**src/rtl/irq_pkg.sv**
```systemverilog
package irq_pkg;
  localparam int NSRC = 8;
  localparam int LVLW = 2;
  localparam int NLVL = 1 << LVLW;
  localparam int SIW  = $clog2(NSRC);
  localparam int DW   = 8;
  localparam int AW   = 3;
  localparam int NEXT = 4;
  localparam logic [DW-1:0] VEC_BASE = 8'h03;

  typedef enum logic [AW-1:0] {
    A_EN = 3'd0, A_GIE = 3'd1, A_PLO = 3'd2, A_PHI = 3'd3,
    A_TRIG = 3'd4, A_FLAG = 3'd5, A_AUX = 3'd6
  } reg_addr_e;

  // source index -> external pin slot, -1 when not external
  function automatic int ext_slot(int s);
    case (s)
      0: return 0;
      2: return 1;
      6: return 2;
      7: return 3;
      default: return -1;
    endcase
  endfunction

  function automatic bit is_timer(int s);
    return (s == 1) || (s == 3);
  endfunction
endpackage

```
**src/rtl/irq_flags.sv**
```systemverilog
module irq_flags
  import irq_pkg::*;
(
  input  logic            clk_i,
  input  logic            rst_ni,
  input  logic [NEXT-1:0] ext_n_i,
  input  logic [NEXT-1:0] edge_mode_i,
  input  logic [NSRC-1:0] hw_set_i,
  input  logic [1:0]      aux_set_i,
  input  logic            wr_main_i,
  input  logic            wr_aux_i,
  input  logic [DW-1:0]   wdata_i,
  input  logic [NSRC-1:0] vec_clr_i,
  output logic [NSRC-1:0] flag_o,
  output logic [1:0]      aux_o,
  output logic [NSRC-1:0] pend_o
);
  logic [NEXT-1:0] pin_q;
  logic [NSRC-1:0] flag_q, flag_d;
  logic [1:0]      aux_q, aux_d;

  for (genvar s = 0; s < NSRC; s++) begin : g_src
    localparam int XS = ext_slot(s);
    logic base;
    assign base = wr_main_i ? wdata_i[s] : flag_q[s];
    if (XS >= 0) begin : g_ext
      assign flag_d[s] = !edge_mode_i[XS] ? ~ext_n_i[XS]
                       : ((base & ~vec_clr_i[s]) | (pin_q[XS] & ~ext_n_i[XS]));
    end else if (is_timer(s)) begin : g_tmr
      assign flag_d[s] = (base & ~vec_clr_i[s]) | hw_set_i[s];
    end else begin : g_keep
      assign flag_d[s] = base | hw_set_i[s];
    end
  end

  assign aux_d = (wr_aux_i ? wdata_i[1:0] : aux_q) | aux_set_i;

  always_ff @(posedge clk_i or negedge rst_ni) begin
    if (!rst_ni) begin
      pin_q  <= '1;
      flag_q <= '0;
      aux_q  <= '0;
    end else begin
      pin_q  <= ext_n_i;
      flag_q <= flag_d;
      aux_q  <= aux_d;
    end
  end

  assign flag_o = flag_q;
  assign aux_o  = aux_q;
  // serial and timer2 requests merge their second flag
  assign pend_o = flag_q | {2'b00, aux_q, 4'b0000};


  tmr_clr_chk: assert property (@(posedge clk_i) disable iff (!rst_ni)
    vec_clr_i[1] && !hw_set_i[1] |=> !flag_q[1]);

  ser_keep_chk: assert property (@(posedge clk_i) disable iff (!rst_ni)
    vec_clr_i[4] && flag_q[4] && !wr_main_i |=> flag_q[4]);

  hw_set_chk: assert property (@(posedge clk_i) disable iff (!rst_ni)
    hw_set_i[3] |=> flag_q[3]);
endmodule

```
**src/rtl/irq_arb.sv**
```systemverilog
module irq_arb
  import irq_pkg::*;
(
  input  logic [NSRC-1:0]           pend_i,
  input  logic [NSRC-1:0][LVLW-1:0] lvl_i,
  input  logic [NLVL-1:0]           isr_i,
  output logic                      grant_o,
  output logic [SIW-1:0]            idx_o,
  output logic [LVLW-1:0]           lvl_o
);
  logic            found, busy;
  logic [LVLW-1:0] top;

  always_comb begin
    found = 1'b0;
    idx_o = '0;
    lvl_o = '0;
    // descending scan with >= leaves the lowest index on ties
    for (int i = NSRC - 1; i >= 0; i--) begin
      if (pend_i[i] && (!found || lvl_i[i] >= lvl_o)) begin
        found = 1'b1;
        lvl_o = lvl_i[i];
        idx_o = i[SIW-1:0];
      end
    end
    busy = 1'b0;
    top  = '0;
    for (int l = 0; l < NLVL; l++) begin
      if (isr_i[l]) begin
        busy = 1'b1;
        top  = l[LVLW-1:0];
      end
    end
    grant_o = found && (!busy || lvl_o > top);
  end
endmodule

```
**src/rtl/irq_inserv.sv**
```systemverilog
module irq_inserv
  import irq_pkg::*;
(
  input  logic            clk_i,
  input  logic            rst_ni,
  input  logic            set_i,
  input  logic [LVLW-1:0] set_lvl_i,
  input  logic            reti_i,
  output logic [NLVL-1:0] isr_o
);
  logic [NLVL-1:0] isr_q, drop, set_m;
  logic            hit;

  always_comb begin
    drop = '0;
    hit  = 1'b0;
    for (int l = NLVL - 1; l >= 0; l--) begin
      if (isr_q[l] && !hit) begin
        drop[l] = 1'b1;
        hit     = 1'b1;
      end
    end
    set_m = set_i ? ({{(NLVL-1){1'b0}}, 1'b1} << set_lvl_i) : '0;
  end

  always_ff @(posedge clk_i or negedge rst_ni) begin
    if (!rst_ni) isr_q <= '0;
    else         isr_q <= (reti_i ? (isr_q & ~drop) : isr_q) | set_m;
  end

  assign isr_o = isr_q;


  reti_one_chk: assert property (@(posedge clk_i) disable iff (!rst_ni)
    reti_i && !set_i && (isr_q != '0) |=> $countones(isr_q) + 1 == $countones($past(isr_q)));

  ack_mark_chk: assert property (@(posedge clk_i) disable iff (!rst_ni)
    set_i |=> isr_q[$past(set_lvl_i)]);
endmodule

```
**src/rtl/irq_ctrl.sv**
```systemverilog
module irq_ctrl
  import irq_pkg::*;
(
  input  logic            clk_i,
  input  logic            rst_ni,
  input  logic [NEXT-1:0] ext_n_i,
  input  logic [1:0]      tmr_ovf_i,
  input  logic [1:0]      ser_set_i,
  input  logic [1:0]      t2_set_i,
  input  logic            reg_wr_i,
  input  logic [AW-1:0]   reg_addr_i,
  input  logic [DW-1:0]   reg_wdata_i,
  output logic [DW-1:0]   reg_rdata_o,
  output logic            irq_req_o,
  output logic [DW-1:0]   irq_vec_o,
  input  logic            irq_ack_i,
  input  logic            irq_reti_i
);
  logic [NSRC-1:0] en_q, plo_q, phi_q;
  logic            gie_q;
  logic [NEXT-1:0] trig_q;

  logic [NSRC-1:0]           flags, pend, hw_set, vec_clr;
  logic [1:0]                aux;
  logic [NSRC-1:0][LVLW-1:0] lvl;
  logic [NLVL-1:0]           isr;
  logic                      grant, ack;
  logic [SIW-1:0]            win_idx, src_q;
  logic [LVLW-1:0]           win_lvl, lvl_q;
  logic                      req_q;
  logic [DW-1:0]             vec_q;

  always_ff @(posedge clk_i or negedge rst_ni) begin
    if (!rst_ni) begin
      en_q <= '0; gie_q <= 1'b0; plo_q <= '0; phi_q <= '0; trig_q <= '0;
    end else if (reg_wr_i) begin
      case (reg_addr_i)
        A_EN:    en_q   <= reg_wdata_i;
        A_GIE:   gie_q  <= reg_wdata_i[0];
        A_PLO:   plo_q  <= reg_wdata_i;
        A_PHI:   phi_q  <= reg_wdata_i;
        A_TRIG:  trig_q <= reg_wdata_i[NEXT-1:0];
        default: ;
      endcase
    end
  end

  always_comb begin
    case (reg_addr_i)
      A_EN:    reg_rdata_o = en_q;
      A_GIE:   reg_rdata_o = {{(DW-1){1'b0}}, gie_q};
      A_PLO:   reg_rdata_o = plo_q;
      A_PHI:   reg_rdata_o = phi_q;
      A_TRIG:  reg_rdata_o = {{(DW-NEXT){1'b0}}, trig_q};
      A_FLAG:  reg_rdata_o = flags;
      A_AUX:   reg_rdata_o = {{(DW-2){1'b0}}, aux};
      default: reg_rdata_o = '0;
    endcase
  end

  assign hw_set = {2'b00, t2_set_i[0], ser_set_i[0], tmr_ovf_i[1], 1'b0, tmr_ovf_i[0], 1'b0};
  assign ack    = req_q & irq_ack_i;
  assign vec_clr = ack ? ({{(NSRC-1){1'b0}}, 1'b1} << src_q) : '0;

  for (genvar s = 0; s < NSRC; s++) begin : g_lvl
    assign lvl[s] = {phi_q[s], plo_q[s]};
  end

  irq_flags u_flags (
    .clk_i, .rst_ni,
    .ext_n_i, .edge_mode_i(trig_q),
    .hw_set_i(hw_set), .aux_set_i({t2_set_i[1], ser_set_i[1]}),
    .wr_main_i(reg_wr_i && reg_addr_i == A_FLAG),
    .wr_aux_i(reg_wr_i && reg_addr_i == A_AUX),
    .wdata_i(reg_wdata_i), .vec_clr_i(vec_clr),
    .flag_o(flags), .aux_o(aux), .pend_o(pend)
  );

  irq_arb u_arb (
    .pend_i(pend & en_q & {NSRC{gie_q}}), .lvl_i(lvl), .isr_i(isr),
    .grant_o(grant), .idx_o(win_idx), .lvl_o(win_lvl)
  );

  irq_inserv u_isr (
    .clk_i, .rst_ni, .set_i(ack), .set_lvl_i(lvl_q),
    .reti_i(irq_reti_i), .isr_o(isr)
  );

  always_ff @(posedge clk_i or negedge rst_ni) begin
    if (!rst_ni) begin
      req_q <= 1'b0; src_q <= '0; lvl_q <= '0; vec_q <= '0;
    end else if (ack) begin
      req_q <= 1'b0;
    end else if (!req_q && grant) begin
      req_q <= 1'b1;
      src_q <= win_idx;
      lvl_q <= win_lvl;
      vec_q <= VEC_BASE + {{(DW-SIW-3){1'b0}}, win_idx, 3'b000};
    end
  end

  assign irq_req_o = req_q;
  assign irq_vec_o = vec_q;


  hold_chk: assert property (@(posedge clk_i) disable iff (!rst_ni)
    req_q && !irq_ack_i |=> req_q && $stable(vec_q));

  vec_fmt_chk: assert property (@(posedge clk_i) disable iff (!rst_ni)
    req_q |-> vec_q[2:0] == 3'b011);

  no_preempt_chk: assert property (@(posedge clk_i) disable iff (!rst_ni)
    $rose(req_q) |-> (({{(NLVL-1){1'b0}}, 1'b1} << lvl_q) > $past(isr)));

  gie_mask_chk: assert property (@(posedge clk_i) disable iff (!rst_ni)
    !gie_q && !req_q |=> !req_q);

  en_mask_chk: assert property (@(posedge clk_i) disable iff (!rst_ni)
    (en_q == '0) && !req_q |=> !req_q);
endmodule

```
**config.mk**
```make
export PLATFORM = sky130hd
export DESIGN_NAME = irq_ctrl
export DESIGN_NICKNAME = d
export VERILOG_FILES = /design/src/rtl/irq_pkg.sv /design/src/rtl/irq_flags.sv /design/src/rtl/irq_arb.sv /design/src/rtl/irq_inserv.sv /design/src/rtl/irq_ctrl.sv
export SDC_FILE = /design/constraint.sdc
export NUM_CORES = 1
export LEC_CHECK = 0
export ABC_AREA = 1
export BUFFER_PORTS_ARGS = -buffer_cell sky130_fd_sc_hd__buf_4
export CAP_MARGIN = 30
export CORE_MARGIN = 2
export CORE_UTILIZATION = 30
export DETAILED_ROUTE_END_ITERATION = 12
export GPL_ROUTABILITY_DRIVEN = 0
export PLACE_DENSITY = 0.47
export SYNTH_ARGS = -nofsm -noshare
export SYNTH_HDL_FRONTEND = slang
export SYNTH_SLANG_ARGS = --single-unit
```
**constraint.sdc**
```tcl
create_clock -name clk_i -period 9.3 [get_ports clk_i]
set_input_delay 1.86 -clock clk_i [delete_from_list [all_inputs] [get_ports clk_i]]
set_output_delay 1.86 -clock clk_i [all_outputs]
set_load 0.02 [all_outputs]
```
==> impl_metrics.json, run 1 <==
{
  "synth.distinct_cells": 43,
  "die_h_um": 109,
  "vias_per_cell": 4.71,
  "status": "finished clean",
  "synthSimpleGateAreaFrac": 0.256,
  "synth_top_area_cell": "dfrtp_1",
  "diodes": 0,
  "highest-signal-layer": "met4",
  "synth_edf_count": 0,
  "ys_seq_elements": 54,
  "grt_pass1_vias": 2765,
  "netlist_instances": 423,
  "num-fill-cells": 1181,
  "die_w_um": 109,
  "setup_viol": 0,
  "maxCapViolCount": 0,
  "initial_utilization": 0.305,
  "drtIter0Drc": 226,
  "grt_usage": 0.163,
  "placed_cells": 595,
  "io_buffer_count": 39,
  "slowest_stage": "dfrtp_2",
  "drt-pass1-iter-count": 4,
  "synthTopCellsByArea": "dfrtp_1 (38%), nand2_1 (11%), inv_1 (8.0%), o21ai_0 (7.5%), ha_1 (6.1%)",
  "arrival_ps": 8550,
  "rsz0062_at_grt": "false",
  "hold_class": "reg -> reg",
  "post-place-ws_ps": 547,
  "path_buf_inv": 7,
  "grt.overflow.total": 0,
  "period_share": 0.892,
  "grt_max_degree": 55,
  "path_common_cell": "nand2_1",
  "cts.sinks": 54,
  "finalPower_uw": 736,
  "vias": 2857,
  "cts_tree": "built",
  "async_reset_ff_frac": 1.00,
  "final_util": 0.355,
  "max_freq_mhz": 120,
  "synth_top_cell_area_share": 0.381,
  "synth_top_family_by_area": "simple AND/OR/NAND/NOR gates",
  "p_per_area_nw_per_um2": 193,
  "layout_min_cycle_time_ps": 8300,
  "cts.clk_slew.worst_paths_ps": 100,
  "dr_wl_met3_um": 223,
  "syn_avg_cell_area_um2": 7.76,
  "slew_viol_final": 0,
  "synth_warnings": 0,
  "drc": 0,
  "routedWlPerCell_um": 14.5,
  "numCtsBuffers": 5,
  "critPathMaxStageDelay_ps": 450,
  "cts_max_path_buffers": 2,
  "nets": 507,
  "worst_slack_ps": 1000,
  "endpoint_kind": "flop",
  "root_buffer": "clkbuf_8",
  "htreeDepth": 2,
  "yosysMostFrequentCell": "nand2_1",
  "setup_tns_ps": 0,
  "met2_length_mm": 4.03,
  "critPathTopFamily": "simple AND/OR/NAND/NOR gates",
  "ys.flop_type": "dfrtp_1",
  "synth_compound_area_frac": 0.167,
  "ant_nets": 0,
  "grt_pass1_wl_mm": 14.6,
  "drive_above_1_share": 0.170,
  "crit_type": "reg -> reg",
  "coreArea_um2": 10700,
  "ir_drop_mv": 0.0700,
  "num_rows": 38,
  "syn_to_final_growth_pct": 16.2,
  "multi_input_area_um2": 1610,
  "mappedNetlistArea_um2": 3280,
  "synthXorXnorAreaFrac": 0,
  "ios": 43,
  "max_slew_margin": 0.384,
  "synth_common_cells": "nand2_1 (97), inv_1 (70), dfrtp_1 (50), o21ai_0 (49), nand3_1 (27)",
  "dp_hpwl_mm": 7.02,
  "clock_latency_ps": 320,
  "wl_met1_mm": 4.36,
  "ys_seq_area_frac": 0.413,
  "synth.area.mux_share": 0,
  "crit_fanout": 7,
  "tightest_slew_ps": 921,
  "fin_cells": 606,
  "antenna_found_initial": 0,
  "synthAdderAreaFrac": 0.0610,
  "worstPathRequired_ps": 9550,
  "finClkSkew_ps": 8.48,
  "wl_mm": 8.81,
  "start_kind": "flop",
  "finalHoldViolCount": 0,
  "power.leakage_uw": 0.00191,
  "area.sequential_um2": 1360,
  "die_area_um2": 11800
}
## flip-flops by register name, indices dropped and copies added (netlist names)
register and cells:
en_q 8, phi_q 8, plo_q 8, u_flags.flag_o 8, trig_q 4, u_flags.pin_q 4
u_isr.isr_o 4, src_q 3, lvl_q 2, u_flags.aux_o 2, gie_q 1, irq_req_o 1
irq_vec_o 1
## final timing paths
check                                     startpoint                    to  slack (ps)  cells past startpoint
worst max-delay path               gie_q$_DFFE_PN0P_  src_q[0]$_DFFE_PN0P_        1000                     61
worst min-delay path            plo_q[2]$_DFFE_PN0P_  plo_q[2]$_DFFE_PN0P_         500                      2
worst max register to register     gie_q$_DFFE_PN0P_  src_q[0]$_DFFE_PN0P_        1000                     61
worst min register to register  plo_q[2]$_DFFE_PN0P_  plo_q[2]$_DFFE_PN0P_         500                      2
max in group asynchronous                     rst_ni     gie_q$_DFFE_PN0P_        7210                      1
min in group asynchronous                     rst_ni  plo_q[7]$_DFFE_PN0P_        1590                      1
## metal layers
layer  up-vias  GRT usage
li1       1472          -
met1      1326      0.234
met2        48      0.248
met3        11     0.0223
met4         0     0.0586
met5         -          0
## kinds of logic (layout without fill, tap and decap cells)
| logic type | count (synthesis) | after routing |
|---|---|---|
| flops | 54 | 54 |
| other cells | 1 | 3 |
| fa+ha+maj | 16 | 16 |
| buf+inv | 82 | 123 |
| compound gates | 91 | 91 |
| simple gates | 179 | 179 |
## metrics by stage
stage | instance area (um2) | hold WS [ps]
after floorplan | 3290 | 449
after global placement | 3700 | 467
after detailed placement | 3700 | 474
after CTS | 3780 | 500
after global routing | 3810 | 519
final | 3810 | 496
## layout make-up
type                       instances  area share
sequential                        54       0.356
tap                              140      0.0460
multi-input combinational        289       0.421
timing repair buffer              42      0.0827
clock buffer                       7      0.0200
inverter                          73      0.0719
clock inverter                     1     0.00197
## where the power goes
part	switching, uW	internal (uW)	leakage, uW
Clock	81.4	53.6	0.0000385
Sequential	42.2	279	0.000648
Combinational	171	109	0.00122
Total	294	441	0.00191
## placed cells by master (no fill, tap or decap), drive strengths merged, types with 2 or more instances in the layout
cell	synthesis	final
o22ai	10	10
a21oi	11	11
a221oi	2	2
nor2	26	26
or2	4	4
nand3b	2	2
nand4	2	2
a22oi	2	2
conb	1	3
o2111ai	4	4
ha	16	16
dfstp	4	4
a211oi	2	2
clkbuf	3	7
inv	72	72
and2	6	6
o221ai	3	3
nor3	5	5
o21ai	52	52
dfrtp	50	50
nand2	103	103
nand3	31	31
buf	6	42
## worst min-delay path, cell delays in order (launching register included)
cell and delay [ps]:
dfrtp_1 360, nand2_1 50, o21ai_0 60
## timing repair
item,4_1_cts,5_1_grt
hold buffers,0,0
endpoints found under the hold margin,0,0
gates resized for setup,0,2
endpoints found under the setup margin,0,7
buffers inserted,0,3
No activity file was read; power rests on OpenSTA's default activity.
==> inputs of run 2 (changes only) <==
--- a/config.mk
+++ b/config.mk
@@ -5,13 +5,15 @@
 export SDC_FILE = /design/constraint.sdc
 export NUM_CORES = 1
 export LEC_CHECK = 0
-export ABC_AREA = 1
+export ABC_AREA = 0
 export BUFFER_PORTS_ARGS = -buffer_cell sky130_fd_sc_hd__buf_4
 export CAP_MARGIN = 30
+export CORE_ASPECT_RATIO = 0.9
 export CORE_MARGIN = 2
 export CORE_UTILIZATION = 30
 export DETAILED_ROUTE_END_ITERATION = 12
 export GPL_ROUTABILITY_DRIVEN = 0
+export GPL_TIMING_DRIVEN = 0
 export PLACE_DENSITY = 0.47
 export SYNTH_ARGS = -nofsm -noshare
 export SYNTH_HDL_FRONTEND = slang
==> impl_metrics.json, run 2 <==
{
  "status": "finished clean",
  "finClkSkew_ps": 7.51,
  "num_rows": 37,
  "worstPathRequired_ps": 9530,
  "holdPathEnd": "irq_vec_o[1]$_DFFE_PN0P_",
  "reg2reg_slack_ps": 130,
  "hold_slack_ps": 511,
  "hold_start": "irq_vec_o[1]$_DFFE_PN0P_",
  "coreArea_um2": 11300,
  "comb_power_share": 0.573,
  "finalHoldViolCount": 0,
  "htreeDepth": 2,
  "design_area_um2": 4790,
  "drtIter0Drc": 140,
  "tightest_slew_ps": 848,
  "crit_fanout": 8,
  "synth_common_cells": "dfrtp_1 (50), nand2_1 (36), o21ai_0 (32), nor2_1 (24), inv_1 (23)",
  "power.leakage_uw": 0.00209,
  "rr_startpoint": "gie_q$_DFFE_PN0P_",
  "maxCapViolCount": 0,
  "r2r_cells": 48,
  "drive_above_1_share": 0.412,
  "period_share": 0.986,
  "netlist_instances": 362,
  "nets": 492,
  "synth_top_area_cell": "dfrtp_1",
  "slew_viol_final": 0,
  "grt.overflow.total": 0,
  "cts_tree": "built",
  "initial_utilization": 0.305,
  "p_sw_uw": 531,
  "grt_pass1_wl_mm": 16.7,
  "synth_top_cell_area_share": 0.363,
  "cts_max_path_buffers": 2,
  "routedWlPerCell_um": 17.9,
  "grt_max_degree": 55,
  "ant_nets": 0,
  "ys_seq_elements": 54,
  "root_buffer": "clkbuf_16",
  "async_reset_ff_frac": 1.00,
  "dp_hpwl_mm": 7.47,
  "place_area_um2": 3930,
  "synth_warnings": 0,
  "final_cell_mix": "buf_4 (79), dfrtp_1 (47), nand2_1 (34)",
  "die_w_um": 117,
  "crit_type": "reg -> reg",
  "ys.flop_type": "dfrtp_1",
  "ios": 43,
  "io_buffer_count": 38,
  "layout_min_cycle_time_ps": 9170,
  "diodes": 0,
  "hold_depth": 1,
  "die_h_um": 106,
  "drt-pass1-iter-count": 4,
  "vias_per_cell": 5.19,
  "max_freq_mhz": 109,
  "grt_usage": 0.175,
  "ir_drop_mv": 0.102,
  "cts.sinks": 54,
  "internal_power_uw": 831,
  "critPathMaxStageDelay_ps": 420,
  "mappedNetlistArea_um2": 3450,
  "p_seq_frac": 0.264,
  "p_per_area_nw_per_um2": 285,
  "die_area_um2": 12400,
  "drc": 0,
  "clock_latency_ps": 300,
  "switching_share": 0.390,
  "hold_class": "reg -> reg",
  "syn_avg_cell_area_um2": 9.52,
  "arrival_ps": 9400,
  "rsz0062_at_grt": "true",
  "layout_commonest_cell": "buf_4",
  "synthTopCellsByArea": "dfrtp_1 (36%), ha_1 (5.8%), mux2_2 (5.6%), o21ai_0 (4.6%), nand2_1 (3.9%)",
  "cts.clk_slew.worst_paths_ps": 80,
  "num-fill-cells": 1136,
  "setup_viol": 0,
  "numCtsBuffers": 5,
  "antenna_found_initial": 0,
  "slowest_stage": "dfrtp_2",
  "wl_mm": 10.9,
  "synth_edf_count": 0,
  "r2r-end": "lvl_q[0]$_DFFE_PN0P_",
  "syn_to_final_growth_pct": 38.9,
  "grt_pass1_vias": 3057,
  "start_kind": "flop",
  "clkPwrFrac": 0.163,
  "synth.distinct_cells": 66,
  "endpoint_kind": "flop",
  "yosysMostFrequentCell": "dfrtp_1",
  "vias": 3152,
  "max_slew_margin": 0.431,
  "ys_seq_area_frac": 0.394,
  "setup_tns_ps": 0
}
run 2: cell types whose count changed after synthesis, sizes merged, moves of 6 or more:
cell,change
o21ai,-20
a21oi,+6
mux2,+17
nand3,-23
nand2,-66
mux2i,+13
inv,-48
a31oi,+6
nand2b,+9
run 2: kinds of logic after synthesis:
group | after synthesis | share of synthesized area
AND/OR/NAND/NOR | 113 | 0.162
AO/OA/AOI/OAI | 108 | 0.236
flip-flops | 54 | 0.394
buffers and inverters | 39 | 0.0497
multiplexers | 31 | 0.0999
adder cells (fa/ha/maj) | 16 | 0.0581
other | 1 | 0.00109
run 2: final cells by class:
type | count | area, um2 | area share
Timing Repair Buffer | 79 | 608 | 0.127
Tap cell | 156 | 195 | 0.0408
Sequential cell | 54 | 1360 | 0.284
Inverter | 24 | 90.1 | 0.0188
Buffer | 15 | 85.1 | 0.0178
Clock inverter | 3 | 43.8 | 0.00915
Clock buffer | 5 | 125 | 0.0261
Multi-Input combinational cell | 271 | 2280 | 0.476
run 2: power by group through the flow:
stage | combinational, uW | clock (uW) | sequential, uW
global route | 843 | 234 | 367
floorplan | 324 | 0 | 343
detailed placement | 440 | 0 | 361
finish | 781 | 222 | 359
CTS | 531 | 227 | 357
global placement | 436 | 0 | 360
run 2: how the worst max path moves through the flow:
stage | startpoint | end
after floorplan | gie_q$_DFFE_PN0P_ | src_q[0]$_DFFE_PN0P_
after global placement | gie_q$_DFFE_PN0P_ | src_q[0]$_DFFE_PN0P_
after detailed placement | gie_q$_DFFE_PN0P_ | lvl_q[1]$_DFFE_PN0P_
after CTS | gie_q$_DFFE_PN0P_ | lvl_q[1]$_DFFE_PN0P_
after global routing | gie_q$_DFFE_PN0P_ | src_q[0]$_DFFE_PN0P_
final | gie_q$_DFFE_PN0P_ | lvl_q[0]$_DFFE_PN0P_
run 2: layer usage:
layer  vias up  track usage  part of all wire
li1       1505            -                 -
met1      1556        0.250              0.46
met2        74        0.275              0.48
met3        17       0.0293             0.041
met4         0       0.0445             0.020
met5         -            0                 0
run 2: through the flow:
stage	instances	worst slack [ps]	power, uW	utilization
3_3_place_gp	558	-815	797	0.348
3_5_place_dp	558	-843	801	0.348
4_1_cts	584	8.55	1110	0.382
5_1_grt	607	-240	1440	0.424
6_report	607	132	1360	0.424
2_1_floorplan	364	220	667	-
run 2: repair_timing:
| action | in CTS | in global routing |
|---|---|---|
| buffers inserted | 18 | 24 |
| setup endpoints to repair | 7 | 7 |
| pin swaps | 21 | 32 |
| resized for setup | 23 | 53 |
| hold endpoints to repair | 0 | 0 |
| hold buffers | 0 | 0 |
run 2: worst max-delay path, delay by kind of cell, from the launching register on:
| kind | cells | cell delay (ps) |
|---|---|---|
| compound gates | 21 | 3700 |
| mux | 2 | 670 |
| simple gates | 13 | 1830 |
| buf+inv | 4 | 500 |
| flops | 1 | 420 |
| fa+ha+maj | 8 | 1970 |
